## src/rtl/swirq_pkg.sv

```systemverilog
package swirq_pkg;
  localparam int WIN_ADDR_W = 14;   // 16 KiB window
  localparam int SLOT_W     = 12;   // slot index width
  localparam int MAX_HARTS  = 4095; // slot 4095 is reserved

  // Slot index from a byte offset; bits 1:0 are ignored.
  function automatic logic [SLOT_W-1:0] slot_of(input logic [WIN_ADDR_W-1:0] a);
    return a[WIN_ADDR_W-1:2];
  endfunction

  // A slot is live when it is below the configured hart count.
  function automatic logic slot_live(input logic [SLOT_W-1:0] s, input int unsigned n);
    return ({20'd0, s} < n);
  endfunction
endpackage

```

## src/rtl/swirq_decode.sv

```systemverilog
module swirq_decode
  import swirq_pkg::*;
#(
  parameter int NUM_HARTS = 4
) (
  input  logic                  req_valid,
  input  logic [WIN_ADDR_W-1:0] req_addr,
  output logic [NUM_HARTS-1:0]  slot_sel,
  output logic                  slot_hit
);
  logic [SLOT_W-1:0] idx;
  assign idx = slot_of(req_addr);

  for (genvar i = 0; i < NUM_HARTS; i++) begin : g_sel
    assign slot_sel[i] = req_valid && (idx == SLOT_W'(i));
  end

  assign slot_hit = req_valid && slot_live(idx, NUM_HARTS);
endmodule

```

## src/rtl/swirq_cell.sv

```systemverilog
module swirq_cell (
  input  logic clk,
  input  logic rst_n,
  input  logic wr_en,
  input  logic wr_bit,
  output logic pend
);
  always_ff @(posedge clk or negedge rst_n) begin
    if (!rst_n)     pend <= 1'b0;
    else if (wr_en) pend <= wr_bit;
  end

  assert_set_R2: assert property (@(posedge clk) disable iff (!rst_n)
    (wr_en && wr_bit) |=> pend);
  assert_clear_R3: assert property (@(posedge clk) disable iff (!rst_n)
    (wr_en && !wr_bit) |=> !pend);
  assert_hold_R7: assert property (@(posedge clk) disable iff (!rst_n)
    !wr_en |=> $stable(pend));
endmodule

```

## src/rtl/swirq_readback.sv

```systemverilog
module swirq_readback #(
  parameter int NUM_HARTS = 4
) (
  input  logic                 rd_en,
  input  logic [NUM_HARTS-1:0] slot_sel,
  input  logic [NUM_HARTS-1:0] pend_vec,
  output logic [31:0]          rdata
);
  logic bit0;
  assign bit0  = rd_en && (|(slot_sel & pend_vec));
  assign rdata = {31'd0, bit0};
endmodule

```

## src/rtl/swirq_bank.sv

```systemverilog
module swirq_bank
  import swirq_pkg::*;
#(
  parameter int NUM_HARTS = 4  // 1 .. MAX_HARTS
) (
  input  logic                  clk,
  input  logic                  rst_n,
  input  logic                  req_valid,
  input  logic                  req_write,
  input  logic [WIN_ADDR_W-1:0] req_addr,
  input  logic [31:0]           req_wdata,
  output logic [31:0]           rsp_rdata,
  output logic [NUM_HARTS-1:0]  irq_pending
);
  logic [NUM_HARTS-1:0] slot_sel;
  logic                 slot_hit;
  logic                 wr_req;
  logic                 rd_req;
  logic [NUM_HARTS-1:0] wr_vec;

  assign wr_req = req_valid && req_write;
  assign rd_req = req_valid && !req_write;

  swirq_decode #(.NUM_HARTS(NUM_HARTS)) decode_i (
    .req_valid (req_valid),
    .req_addr  (req_addr),
    .slot_sel  (slot_sel),
    .slot_hit  (slot_hit)
  );

  assign wr_vec = slot_sel & {NUM_HARTS{wr_req}};

  for (genvar i = 0; i < NUM_HARTS; i++) begin : g_cell
    swirq_cell cell_i (
      .clk    (clk),
      .rst_n  (rst_n),
      .wr_en  (wr_vec[i]),
      .wr_bit (req_wdata[0]),
      .pend   (irq_pending[i])
    );
  end

  swirq_readback #(.NUM_HARTS(NUM_HARTS)) readback_i (
    .rd_en    (rd_req),
    .slot_sel (slot_sel),
    .pend_vec (irq_pending),
    .rdata    (rsp_rdata)
  );

  assert_single_slot_R5: assert property (@(posedge clk) disable iff (!rst_n)
    $onehot0(wr_vec));
  assert_hit_matches_sel_R8: assert property (@(posedge clk) disable iff (!rst_n)
    slot_hit == (|slot_sel));
  assert_oob_write_R6: assert property (@(posedge clk) disable iff (!rst_n)
    (wr_req && !slot_hit) |=> $stable(irq_pending));
  assert_oob_read_R6: assert property (@(posedge clk) disable iff (!rst_n)
    (rd_req && !slot_hit) |-> (rsp_rdata == 32'd0));
  assert_idle_R9: assert property (@(posedge clk) disable iff (!rst_n)
    !req_valid |=> $stable(irq_pending));
  assert_upper_zero_R4: assert property (@(posedge clk) disable iff (!rst_n)
    rsp_rdata[31:1] == 31'd0);
endmodule

```

## config.mk

```make
export PLATFORM = sky130hd
export DESIGN_NAME = swirq_bank
export DESIGN_NICKNAME = d
export VERILOG_FILES = /design/src/rtl/swirq_pkg.sv /design/src/rtl/swirq_decode.sv /design/src/rtl/swirq_cell.sv /design/src/rtl/swirq_readback.sv /design/src/rtl/swirq_bank.sv
export SDC_FILE = /design/constraint.sdc
export NUM_CORES = 1
export LEC_CHECK = 0
export BUFFER_PORTS_ARGS = -buffer_cell sky130_fd_sc_hd__clkbuf_2
export CELL_PAD_IN_SITES_DETAIL_PLACEMENT = 0
export CELL_PAD_IN_SITES_GLOBAL_PLACEMENT = 1
export CORE_ASPECT_RATIO = 0.9
export CORE_MARGIN = 8
export CORE_UTILIZATION = 18
export CTS_CLUSTER_DIAMETER = 100
export DETAILED_ROUTE_END_ITERATION = 10
export GPL_ROUTABILITY_DRIVEN = 0
export PLACE_DENSITY = 0.81
export SYNTH_ARGS = -nofsm -noshare
export SYNTH_HDL_FRONTEND = slang
export SYNTH_SLANG_ARGS = --single-unit
```

## constraint.sdc

```tcl
create_clock -name clk -period 2 [get_ports clk]
set_input_delay 0.1 -clock clk [delete_from_list [all_inputs] [get_ports clk]]
set_output_delay 0.1 -clock clk [all_outputs]
set_load 0.005 [all_outputs]
```

==> summary.txt, run 1 <==
Run status
  – Outcome: finished, final reports clean

Setup path
  – Cell Chain, Critical Path: mux4_2 > and2_1 > clkbuf_2
  – Count of cells along the worst register-to-register path: 1
  – CP max-delay cell: mux4_2
  – Sort of element at the start of the critical path: flop
  – CP max stage delay: 460 ps
  – Number of logic stages on the critical path including buffering: 3
  – Internal reg-to-reg setup slack: 1190 ps
  – Critical Path Start: g_cell[3].cell_i.pend$_DFFE_PN0P_
  – Data required time of the worst path: 1900 ps
  – Classification of the worst setup path: reg2out
  – Crit. End Element: primary output
  – Worst reg2reg startpoint: g_cell[1].cell_i.pend$_DFFE_PN0P_
  – Reg-to-reg critical path endpoint: g_cell[1].cell_i.pend$_DFFE_PN0P_
  – Data arrival at the endpoint of the critical path: 1340 ps
  – Number of buffers and inverters on the critical path: 1
  – Last element of the critical path: rsp_rdata[0]
  – Cell family with most CP delay: multiplexers
  – Crit path max fanout: 3

Logic synthesis
  – Register bit count reported by yosys: 4
  – Largest area contributor in the netlist: buf_4
  – Portion of synthesized cell area occupied by the leading cell type: 0.501
  – Post-synthesis instance area: 539 sq um
  – Average footprint of a synthesized cell: 9.14 sq um
  – Gate count of the mapped netlist: 59
  – Area share of xor/xnor cells in the synthesized design: 0
  – Compound-Gate Fraction of Synth Area: 0
  – Simple-gate portion of the synthesized area: 0.181
  – Mux cell area share after synthesis: 0.125
  – Sequential fraction of the synthesis area: 0.186
  – Library cells used by synthesis: 11
  – Dominant combinational cell family by area after synthesis: buffers and inverters
  – Cell types with the largest area share after synthesis: buf_4 (50%), dfrtp_1 (19%), mux2_1 (8.4%), nor4_1 (5.8%), mux4_2 (4.2%)
  – Adder and majority cell fraction of the synthesized area: 0
  – Number of warnings issued by yosys: 0

Floorplanning
  – Chip height: 67.9 microns
  – Area of the core: 2950 sq um
  – IO Count: 86
  – Die boundary width: 73.7 microns
  – Cell Rows: 19
  – DIE AREA: 5010 sq um
  – Starting density of the core: 0.183

Clock tree
  – Number of H-tree levels: 1
  – Total CTS buffers: 3
  – Clk Latency, worst-skew pair: 230 ps
  – Post-CTS Hold Buffers: 1
  – Clock sinks: 4
  – CTS root buf: clkbuf_4
  – Number of buffers added for setup after CTS: 0
  – Clock slew at reported path FFs: 40 ps
  – Number of buffers on the longest clock path: 2
  – Clock tree from TritonCTS: yes
  – # resized after CTS: 0

STA
  – Final Hold Slack: 133 ps
  – RSZ-0062 raised after global routing: false
  – Final period demand of the worst path: 1440 ps
  – Clock Skews: 0 ps
  – Final-report setup violation count: 0
  – Fraction of the cycle the final worst path needs: 0.719
  – Final Max Tran Viols: 0
  – Maximum clock frequency: 695 MHz
  – Number of hold violations in the final report: 0
  – Total negative slack: 0 ps

Run
  – Number of maximum-capacitance violations: 0

GRT
  – Initial antenna violation count: 0
  – Wire length of the first global-routing pass: 1410 microns
  – GRT Total Usage: 0.0396
  – Maximum number of pins on one net before global-route repair: 6
  – Via count of the first global-routing pass: 338
  – Total congestion overflow after global routing: 0

Final layout
  – Largest register by flop count: g_cell.cell_i.pend
  – Ratio of cells with drive above 1 in the final layout: 0.372
  – Biggest registers after layout: g_cell.cell_i.pend (4)
  – Flip-flop count of the largest register after layout: 4
  – Number of nets in the layout: 130
  – N_diodes: 0
  – Signed area change from the synthesized netlist to the final layout: 6.03%
  – Fin cells: 120
  – Number of filler instances in the final layout: 347

Min path
  – Worst min-delay path class: in2reg
  – Hold path startpoint: req_wdata[0]

Routing
  – Via density per instance: 3.18
  – Detailed-router iteration count before antenna repair: 4
  – Via count: 381
  – WL per Instance: 9.86 microns
  – Final routed wirelength across all metal layers: 1180 microns
  – Initial DRC Count: 2
  – Residual antenna-violating net count after detailed routing: 0
  – DRC: 0

Power
  – Pleak: 0.313 nW
  – IR drop worst, VDD: 79.0 uV
  – Total power density per cell area: 394 nW/um^2

Placed design
  – Number of placed instances with taps included: 116
  – Number of I/O port buffers: 21
how the worst min path moves through the flow:
stage                                                    to  cells past startpoint
final                     g_cell[2].cell_i.pend$_DFFE_PN0P_                      2
after global routing      g_cell[0].cell_i.pend$_DFFE_PN0P_                      2
after CTS                 g_cell[2].cell_i.pend$_DFFE_PN0P_                      2
after detailed placement  g_cell[3].cell_i.pend$_DFFE_PN0P_                      1
after global placement    g_cell[2].cell_i.pend$_DFFE_PN0P_                      1
after floorplan           g_cell[0].cell_i.pend$_DFFE_PN0P_                      0
layout make-up:
| type | count | area [sq um] | area share |
|---|---|---|---|
| Multi-Input combinational cell | 49 | 282 | 0.492 |
| Timing Repair Buffer | 22 | 115 | 0.201 |
| Sequential cell | 4 | 100 | 0.175 |
| Tap cell | 42 | 52.6 | 0.0919 |
| Clock buffer | 3 | 22.5 | 0.0394 |
metrics by stage:
| stage | util | power (mW) | setup WS, ps | cell area (sq um) |
|---|---|---|---|---|
| 2_1_floorplan | - | 0.148 | 598 | 652 |
| 3_3_place_gp | 0.183 | 0.123 | 439 | 539 |
| 3_5_place_dp | 0.183 | 0.124 | 391 | 539 |
| 4_1_cts | 0.194 | 0.228 | 550 | 572 |
| 5_1_grt | 0.194 | 0.246 | 512 | 572 |
| 6_report | 0.194 | 0.225 | 561 | 572 |
metal layers:
metal | vias up | part of all wire | GRT usage
met2 | 29 | 0.59 | 0.0729
met5 | - | 0 | 0
met1 | 173 | 0.25 | 0.0276
met4 | 0 | 0.016 | 0.0522
met3 | 2 | 0.14 | 0.0146
li1 | 177 | - | -
synthesized netlist by cell type:
cell type	n
buf_4	36
or3b_2	2
or4_4	2
and2_1	1
nand3_1	1
nor4_1	5
mux4_2	1
dfrtp_1	4
conb_1	1
nand3b_1	2
mux2_1	4
cell usage in the layout, fill, tap and decap left out:
cell | Yosys | layout
conb_1 | 1 | 31
clkbuf_2 | 0 | 21
nor4_1 | 5 | 5
mux2_1 | 4 | 4
dfrtp_1 | 4 | 4
clkbuf_4 | 0 | 3
or4_4 | 2 | 2
or3b_2 | 2 | 2
nand3b_1 | 2 | 2
mux4_2 | 1 | 1
and2_1 | 1 | 1
nand3_1 | 1 | 1
dlygate4sd3_1 | 0 | 1
cell families after synthesis:
group / count (synthesis)
multiplexers: 5
buffers and inverters: 36
other: 1
AND/OR/NAND/NOR: 13
flip-flops: 4
power by group:
part	leakage, nW	total [mW]	internal [mW]	switching [mW]
sequential	0.0559	0.0817	0.0816	0.000156
combinational	0.244	0.0455	0.0177	0.0278
clock	0.0138	0.0979	0.0670	0.0309
total	0.313	0.225	0.166	0.0589
(Power assumes the default switching activity.)
==> run 2: changes to the inputs <==
Settings changed: CORE_UTILIZATION 18 to 15, PLACE_DENSITY 0.81 to 0.71.
Clock period 2 ns to 1.3 ns, I/O delays scaled along.
==> run 2 against run 1 <==
The flow now finishes with violations (negative setup slack). Critical path type unchanged. Clock power rose to 2.6 times the previous value. Combinational power increased by 82%. Cell area up 16%. Clock-buffer cell count did not move. Register-to-register slack worse by 790 ps. Largest cell class unchanged. Clock skew is the same. Sequential share of layout area decreased by 2.5 points. Routed wire length up 13%. Flip-flop and latch count unchanged. Largest power group unchanged.
==> summary.txt, run 2 (synthesis results as in run 1) <==
Run status
  – Outcome: complete, but fails checks
  – Failing checks: negative setup slack

Final layout
  – Number of nets in the layout: 134
  – Largest register by flop count: g_cell.cell_i.pend
  – Final Instance Area: 666 sq um
  – Commonest non-fill, non-tap cell in the layout: conb_1
  – Biggest registers after layout: g_cell.cell_i.pend (4)
  – Signed area change from the synthesized netlist to the final layout: 23.4%
  – Ratio of cells with drive above 1 in the final layout: 0.476
  – N_diodes: 0
  – Highest-count cells in the layout ignoring fill and taps: conb_1 (31), clkbuf_2 (20), nor4_2 (5)
  – Number of filler instances in the final layout: 394
  – Flip-flop count of the largest register after layout: 4

Floorplanning
  – Chip height: 72.9 microns
  – Starting density of the core: 0.158
  – Die boundary width: 79.2 microns
  – Area of the core: 3400 sq um
  – IO Count: 86
  – Cell Rows: 20
  – DIE AREA: 5770 sq um

STA
  – Fraction of the cycle the final worst path needs: 1.05
  – Final-report setup violation count: 1
  – Clock Skews: 0 ps
  – Final Max Tran Viols: 0
  – RSZ-0062 raised after global routing: true
  – Final period demand of the worst path: 1370 ps
  – Worst-case setup margin in the final layout: -70.9 ps
  – Maximum clock frequency: 729 MHz
  – Final Hold Slack: 124 ps
  – Number of hold violations in the final report: 0

Setup path
  – Cell family with most CP delay: multiplexers
  – CP max stage delay: 450 ps
  – Data arrival at the endpoint of the critical path: 1310 ps
  – Classification of the worst setup path: reg2out
  – Data required time of the worst path: 1240 ps
  – Sort of element at the start of the critical path: flop
  – Internal reg-to-reg setup slack: 400 ps
  – Crit path max fanout: 3
  – CP max-delay cell: mux4_2
  – Crit. End Element: primary output
  – Number of buffers and inverters on the critical path: 1
  – Cell Chain, Critical Path: mux4_2 > and2_4 > buf_6

Routing
  – Final routed wirelength across all metal layers: 1330 microns
  – Via density per instance: 3.15
  – Residual antenna-violating net count after detailed routing: 0
  – Detailed-router iteration count before antenna repair: 2
  – DRC: 0
  – Via count: 397
  – WL per Instance: 10.6 microns
  – Initial DRC Count: 2

Power
  – IR drop worst, VDD: 158 uV
  – Share of total power in sequential cells: 0.271
  – Internal power contribution: 0.357 mW
  – Total power density per cell area: 699 nW/um^2
  – Switching pwr: 0.108 mW
  – Net Sw Frac: 0.232
  – Pleak: 0.345 nW
  – Power share of the clock group: 0.552
  – Share of total power in combinational logic: 0.178

Clock tree
  – CTS root buf: clkbuf_8
  – Clock tree from TritonCTS: yes
  – Clock sinks: 4
  – Number of buffers on the longest clock path: 2
  – Total CTS buffers: 3
  – Clock slew at reported path FFs: 30 ps
  – Number of H-tree levels: 1
  – Clk Latency, worst-skew pair: 210 ps

Placed design
  – Number of I/O port buffers: 21
  – Half-perimeter wire length of the detailed placement result: 1230 microns
  – Dpl cell area: 592 sq um

GRT
  – Wire length of the first global-routing pass: 1960 microns
  – Total congestion overflow after global routing: 0
  – Maximum number of pins on one net before global-route repair: 6
  – Via count of the first global-routing pass: 464
  – Initial antenna violation count: 0
  – GRT Total Usage: 0.0457

Run
  – Number of maximum-capacitance violations: 0

Min path
  – Worst min-delay path class: in2reg
-- run 2: cell count changes in the layout (fill, tap and decap cells not counted), sizes merged --
cell	before	now
buf	0	5
clkbuf	24	23
-- run 2: cell type report --
class | count | area (sq um) | area share
clock buffers | 3 | 41.3 | 0.0620
multi-input cells | 49 | 318 | 0.477
flip-flops and latches | 4 | 100 | 0.150
well taps | 44 | 55.1 | 0.0827
repair buffers | 26 | 151 | 0.227
-- run 2: timing repair --
action                                  CTS  global route
hold buffers                              1             0
gates resized for setup                   0             4
buffers inserted                          1             0
hold endpoints to repair                  4             0
endpoints found under the setup margin    2             3
-- run 2: stage by stage --
step                       util  std cells  setup slack (ps)  setup TNS [ps]  total power [mW]
after global placement    0.174        121              -164            -651             0.201
after CTS                 0.191        126             -85.6            -103             0.468
final                     0.196        126             -70.9           -70.9             0.465
after floorplan               -         89             -14.0           -56.0             0.231
after detailed placement  0.174        121              -239            -798             0.203
after global routing      0.196        126              -112            -180             0.491
-- run 2: routing by layer --
layer  track usage  vias up  wire length (microns)
li1              -      184                      -
met1        0.0296      186                    363
met2        0.0921       23                    844
met3       0.00985        4                     83
met4        0.0575        0                     43
met5             0        -                      0
-- run 2: final timing paths --
path	start	to	cells past startpoint
setup / recovery	g_cell[2].cell_i.pend$_DFFE_PN0P_	rsp_rdata[0]	3
hold / removal	req_wdata[0]	g_cell[3].cell_i.pend$_DFFE_PN0P_	2
setup reg to reg	g_cell[3].cell_i.pend$_DFFE_PN0P_	g_cell[3].cell_i.pend$_DFFE_PN0P_	2
hold reg to reg	g_cell[1].cell_i.pend$_DFFE_PN0P_	g_cell[1].cell_i.pend$_DFFE_PN0P_	1
max in group asynchronous	rst_n	g_cell[1].cell_i.pend$_DFFE_PN0P_	2
min in group asynchronous	rst_n	g_cell[3].cell_i.pend$_DFFE_PN0P_	2
-- run 2: power by group through the flow --
stage	Clock [mW]	Combinational [mW]	Sequential (mW)
2_1_floorplan	0	0.104	0.127
3_3_place_gp	0	0.0735	0.127
3_5_place_dp	0	0.0752	0.127
4_1_cts	0.264	0.0783	0.126
5_1_grt	0.271	0.0942	0.126
6_report	0.257	0.0827	0.126
